<file path="config.mk">
export PLATFORM = sky130hd
export DESIGN_NAME = acpt_driver
export DESIGN_NICKNAME = d
export VERILOG_FILES = /design/src/rtl/acpt_pkg.sv /design/src/rtl/acpt_sequencer.sv /design/src/rtl/acpt_pin_cell.sv /design/src/rtl/acpt_driver.sv
export SDC_FILE = /design/constraint.sdc
export NUM_CORES = 1
export LEC_CHECK = 0
export BUFFER_PORTS_ARGS = -buffer_cell sky130_fd_sc_hd__buf_2
export CORE_UTILIZATION = 50
export DETAILED_ROUTE_END_ITERATION = 8
export GPL_ROUTABILITY_DRIVEN = 0
export PLACE_DENSITY = 0.77
export SETUP_SLACK_MARGIN = 0.05
export SLEW_MARGIN = 15
export SYNTH_ARGS = -nofsm -noshare
export SYNTH_HDL_FRONTEND = slang
export SYNTH_SLANG_ARGS = --single-unit
</file>
<file path="constraint.sdc">
create_clock -name tck_i -period 2.82 [get_ports tck_i]
set_input_delay 0.705 -clock tck_i [delete_from_list [all_inputs] [get_ports tck_i]]
set_output_delay 0.705 -clock tck_i [all_outputs]
set_load 0.03 [all_outputs]
</file>
<file path="src/rtl/acpt_pkg.sv">
package acpt_pkg;

    typedef enum logic [1:0] {
        MODE_STATIC = 2'b00,
        MODE_PULSE  = 2'b01,
        MODE_TRAIN  = 2'b10
    } mode_e;

    typedef enum logic [1:0] {
        PH_OFF    = 2'b00,
        PH_ARMED  = 2'b01,
        PH_ACTIVE = 2'b10,
        PH_DONE   = 2'b11
    } phase_e;

    typedef enum logic [2:0] {
        ACT_CLEAR  = 3'd0,
        ACT_LOAD   = 3'd1,
        ACT_INVERT = 3'd2,
        ACT_TOGGLE = 3'd3,
        ACT_TRUE   = 3'd4,
        ACT_HOLD   = 3'd5
    } act_e;

    // Level a pin drives after an edge, given the action, its present level
    // and its captured bit (load and clear are handled by the cell itself).
    function automatic logic next_level(act_e act, logic cur, logic data);
        logic lvl;
        case (act)
            ACT_INVERT: lvl = ~data;
            ACT_TOGGLE: lvl = ~cur;
            ACT_HOLD:   lvl = cur;
            default:    lvl = data;
        endcase
        return lvl;
    endfunction

    function automatic logic is_dynamic(logic [1:0] mode);
        return (mode == MODE_PULSE) || (mode == MODE_TRAIN);
    endfunction

endpackage

</file>
<file path="src/rtl/acpt_sequencer.sv">
module acpt_sequencer
    import acpt_pkg::*;
(
    input  logic       tck_i,
    input  logic       rst_i,
    input  logic       tlr_i,
    input  logic       upd_i,
    input  logic       rti_i,
    input  logic [1:0] mode_i,
    output act_e       act_o
);

    phase_e phase_q;
    phase_e phase_d;
    act_e   act_d;

    always_comb begin
        phase_d = phase_q;
        act_d   = ACT_TRUE;
        if (rst_i || tlr_i) begin
            phase_d = PH_OFF;
            act_d   = ACT_CLEAR;
        end else if (upd_i) begin
            phase_d = PH_ARMED;
            act_d   = ACT_LOAD;
        end else if (rti_i) begin
            if (is_dynamic(mode_i)) begin
                case (phase_q)
                    PH_ARMED: begin
                        phase_d = PH_ACTIVE;
                        act_d   = ACT_INVERT;
                    end
                    PH_ACTIVE: begin
                        act_d = (mode_i == MODE_TRAIN) ? ACT_TOGGLE : ACT_HOLD;
                    end
                    default: act_d = ACT_TRUE;
                endcase
            end
        end else begin
            if (phase_q == PH_ACTIVE) begin
                phase_d = PH_DONE;
            end
        end
    end

    always_ff @(negedge tck_i) begin
        phase_q <= phase_d;
    end

    assign act_o = act_d;

endmodule

</file>
<file path="src/rtl/acpt_pin_cell.sv">
module acpt_pin_cell
    import acpt_pkg::*;
(
    input  logic tck_i,
    input  act_e act_i,
    input  logic data_i,
    input  logic ctl_i,
    output logic cap_o,
    output logic pin_o,
    output logic oe_o
);

    logic data_q;
    logic ctl_q;
    logic out_q;

    always_ff @(negedge tck_i) begin
        case (act_i)
            ACT_CLEAR: begin
                data_q <= 1'b0;
                ctl_q  <= 1'b0;
                out_q  <= 1'b0;
            end
            ACT_LOAD: begin
                data_q <= data_i;
                ctl_q  <= ctl_i;
                out_q  <= data_i;
            end
            default: begin
                out_q <= next_level(act_i, out_q, data_q);
            end
        endcase
    end

    assign cap_o = data_q;
    assign pin_o = out_q;
    assign oe_o  = ctl_q;

endmodule

</file>
<file path="src/rtl/acpt_driver.sv">
module acpt_driver
    import acpt_pkg::*;
#(
    parameter int NPINS = 4
) (
    input  logic             tck_i,
    input  logic             rst_i,
    input  logic             tlr_i,
    input  logic             upd_i,
    input  logic             rti_i,
    input  logic [1:0]       mode_i,
    input  logic [NPINS-1:0] bsr_data_i,
    input  logic [NPINS-1:0] bsr_ctl_i,
    output logic [NPINS-1:0] pin_o,
    output logic [NPINS-1:0] oe_o
);

    act_e             act_w;
    logic [NPINS-1:0] cap_w;

    acpt_sequencer seq_i (
        .tck_i  (tck_i),
        .rst_i  (rst_i),
        .tlr_i  (tlr_i),
        .upd_i  (upd_i),
        .rti_i  (rti_i),
        .mode_i (mode_i),
        .act_o  (act_w)
    );

    for (genvar g = 0; g < NPINS; g++) begin : g_pin
        acpt_pin_cell cell_i (
            .tck_i  (tck_i),
            .act_i  (act_w),
            .data_i (bsr_data_i[g]),
            .ctl_i  (bsr_ctl_i[g]),
            .cap_o  (cap_w[g]),
            .pin_o  (pin_o[g]),
            .oe_o   (oe_o[g])
        );
    end

endmodule

</file>
==> run_results.csv <==
group,metric,value,unit
routing,ant_nets,0,
synth,synth_compound_area_share,11.6,%
synth,synth_cells,79,
status,violations,"setup timing",
die,die_y,43.2,um
synth,ys_seq_area_share,47.1,%
placed_design,pre_cts_ws,-845,ps
synth,syn_avg_cell_area,10.8,um2
routing,vias,750,
cts,cts_tree,"yes",
setup_path,criticalPathCategory,"input port to register",
timing,tightest_slew,426,ps
placed_design,post-place-cells,119,
setup_path,slowest_delay,310,ps
timing,hold_violations,0,
synth,ys_types,27,
synth,synth_top_family_by_area,"simple AND/OR/NAND/NOR gates",
setup_path,critPathArrivalTime,1950,ps
timing,worst_slack,-448,ps
final_layout,final_cells,145,
setup_path,start_kind,"input port",
global_routing,grt_usage,24.6,%
global_routing,overflow,0,
synth,ys_ff_latch,14,
cts,clock-sinks,14,
pwr,vdd_ir_drop_max,0.000350,V
timing,slew_headroom,71.4,%
die,die_x,43.2,um
final_layout,nFillCells,92,
synth,synth_xor_area_share,0,%
synth,synth-simple-area-share,18.9,%
die,die_area,1870,um2
timing,setup_viol,32,
final_layout,seqCellArea,400,um2
timing,grt_setup_unrepaired,"yes",
cts,clk_pin_slew,30,ps
cts,clock-root-buffer,"clkbuf_4",
synth,netlist_area,850,um2
final_layout,n_antenna_cell,0,
setup_path,worst_path_dominant_cell_family,"compound AO/OA/AOI/OAI gates",
routing,drt_iter0_markers,11,
job,maxCapViolations,0,
cts,ctsHoldBuffers,0,
placed_design,io_buffers,22,
placed_design,dp_hpwl,1.32,mm
die,fp-row-count,14,
setup_path,worstPathCellList,"buf_8, inv_8, ha_4, mux2_4, a32o_2, and2_4, a311o_1",
setup_path,path_buf_inv,2,
timing,maxSlewViolCount,0,
synth,synth_fp_nets,98,
routing,vias_per_cell,5.17,
synth,yosys.area_share.adder,5.89,%
global_routing,grt_pass1_wl,3.32,mm
final_layout,finalNetCount,149,
status,status,"complete, but fails checks",
routing,wire_per_inst,13.2,um
final_layout,areaGrowthSynthToFinish,52.3,%
final_layout,final_cell_mix,"inv_1, buf_4, buf_6",
die,core_area,1540,um2
final_layout,drive_gt1_share,50.4,%
setup_path,cp.required,1500,ps
synth,muxShareOfSynthArea,6.63,%
global_routing,grt_start_max_net_pins,9,
pwr,power.density,420,nW/um2
min_path,min_path_type,"register to register",
global_routing,antenna_found_initial,0,
die,initial_utilization,55.1,%
setup_path,crit_path_end_kind,"register",
cts,numCtsBuffers,3,
timing,clock_skew,8.84,ps
routing,firstDrtPassIters,4,
global_routing,grt_pass1_vias,826,
setup_path,cp_slowest_cell,"a32o_2",
die,num_io_pins,23,
routing,wirelength,1.92,mm
final_layout,multi_input_area,417,um2
pwr,leakage,0.000638,uW
synth,yosysWarnings,0,
cts,clockBufferDepth,2,
routing,drc,0,
cts,htree_levels,1,
setup_path,cp_max_fo,5,
cts,insertion_delay,350,ps
## what timing repair did
item                                    in CTS  in global routing
pin swaps                                    6                  7
endpoints found under the setup margin      32                 32
setup buffers                                6                  3
gates resized for setup                     33                  3
## metal layers
metal,track usage [%],wire (um)
met1,24.3,743
met2,43.0,1070
met3,10.2,87
met4,13.3,13
met5,0,0
## flip-flops by register name (all words and copies together), names as in the netlist
signal              flops
g_pin.cell_i.cap_o      4
g_pin.cell_i.pin_o      4
g_pin.cell_i.oe_o       4
seq_i.phase_q           2
## logic make-up after synthesis
group | after synthesis
adder cells (fa/ha/maj) | 4
buffers and inverters | 14
multiplexers | 5
AO/OA/AOI/OAI | 14
AND/OR/NAND/NOR | 28
flip-flops | 14
## tightest hold or removal path, delay by kind of cell (launching register included)
family	cells	cell delay, ps
DFF	1	330
and+or+nand+nor	2	150
## stage by stage
stage                     total power (uW)  hold slack [ps]  util [%]  cell area, um2  setup TNS [ps]
after floorplan                        327              491         -             881          -10830
after global placement                 350              521      66.7            1030          -17090
after detailed placement               354              522      66.7            1030          -17690
after CTS                              548              527      82.1            1270           -7250
after global routing                   580              559      83.9            1290           -7940
final                                  544              531      83.9            1290           -7360
## report_power, final
group	total, uW	internal (uW)	switching (uW)
combinational	103	57.1	45.6
clock	199	77.7	121
sequential	242	236	6.21
total	544	371	173
## worst paths after layout
path	start	end	slack (ps)	cells past startpoint
setup / recovery	mode_i[0]	g_pin[3].cell_i.pin_o	-450	7
setup reg to reg	seq_i.phase_q[0]	g_pin[3].cell_i.pin_o	760	6
hold reg to reg	seq_i.phase_q[1]	seq_i.phase_q[1]	530	2
hold / removal	seq_i.phase_q[1]	seq_i.phase_q[1]	530	2
## Yosys cell counts, drive strengths merged
master  instances  area share [%]
o21a            1            0.88
nand2           4             1.8
nor3            1            0.59
nand2b          1            0.74
mux2i           3             3.5
a311o           3             3.5
dfxtp           2             4.7
a211oi          1            0.88
buf             9             7.7
nor2b           2             1.5
a32o            1             1.3
and2            8             7.5
or3             1            0.74
ha              4             5.9
nor4bb          1             1.2
inv             5             2.2
nand4           1            0.74
o21ai           4             2.4
mux2            2             3.1
edfxtp         12              42
nand3           1            0.59
a21oi           3             1.8
a21o            1            0.88
nor2            8             3.5
## cell type report
type | instances | share of cell area (%)
clock inverter | 15 | 4.45
clock buffer | 3 | 1.74
multi-input combinational | 51 | 32.2
tap | 16 | 1.55
sequential | 14 | 30.9
timing repair buffer | 42 | 27.4
inverter | 4 | 1.74
Power figures use the tool's default switching activity.
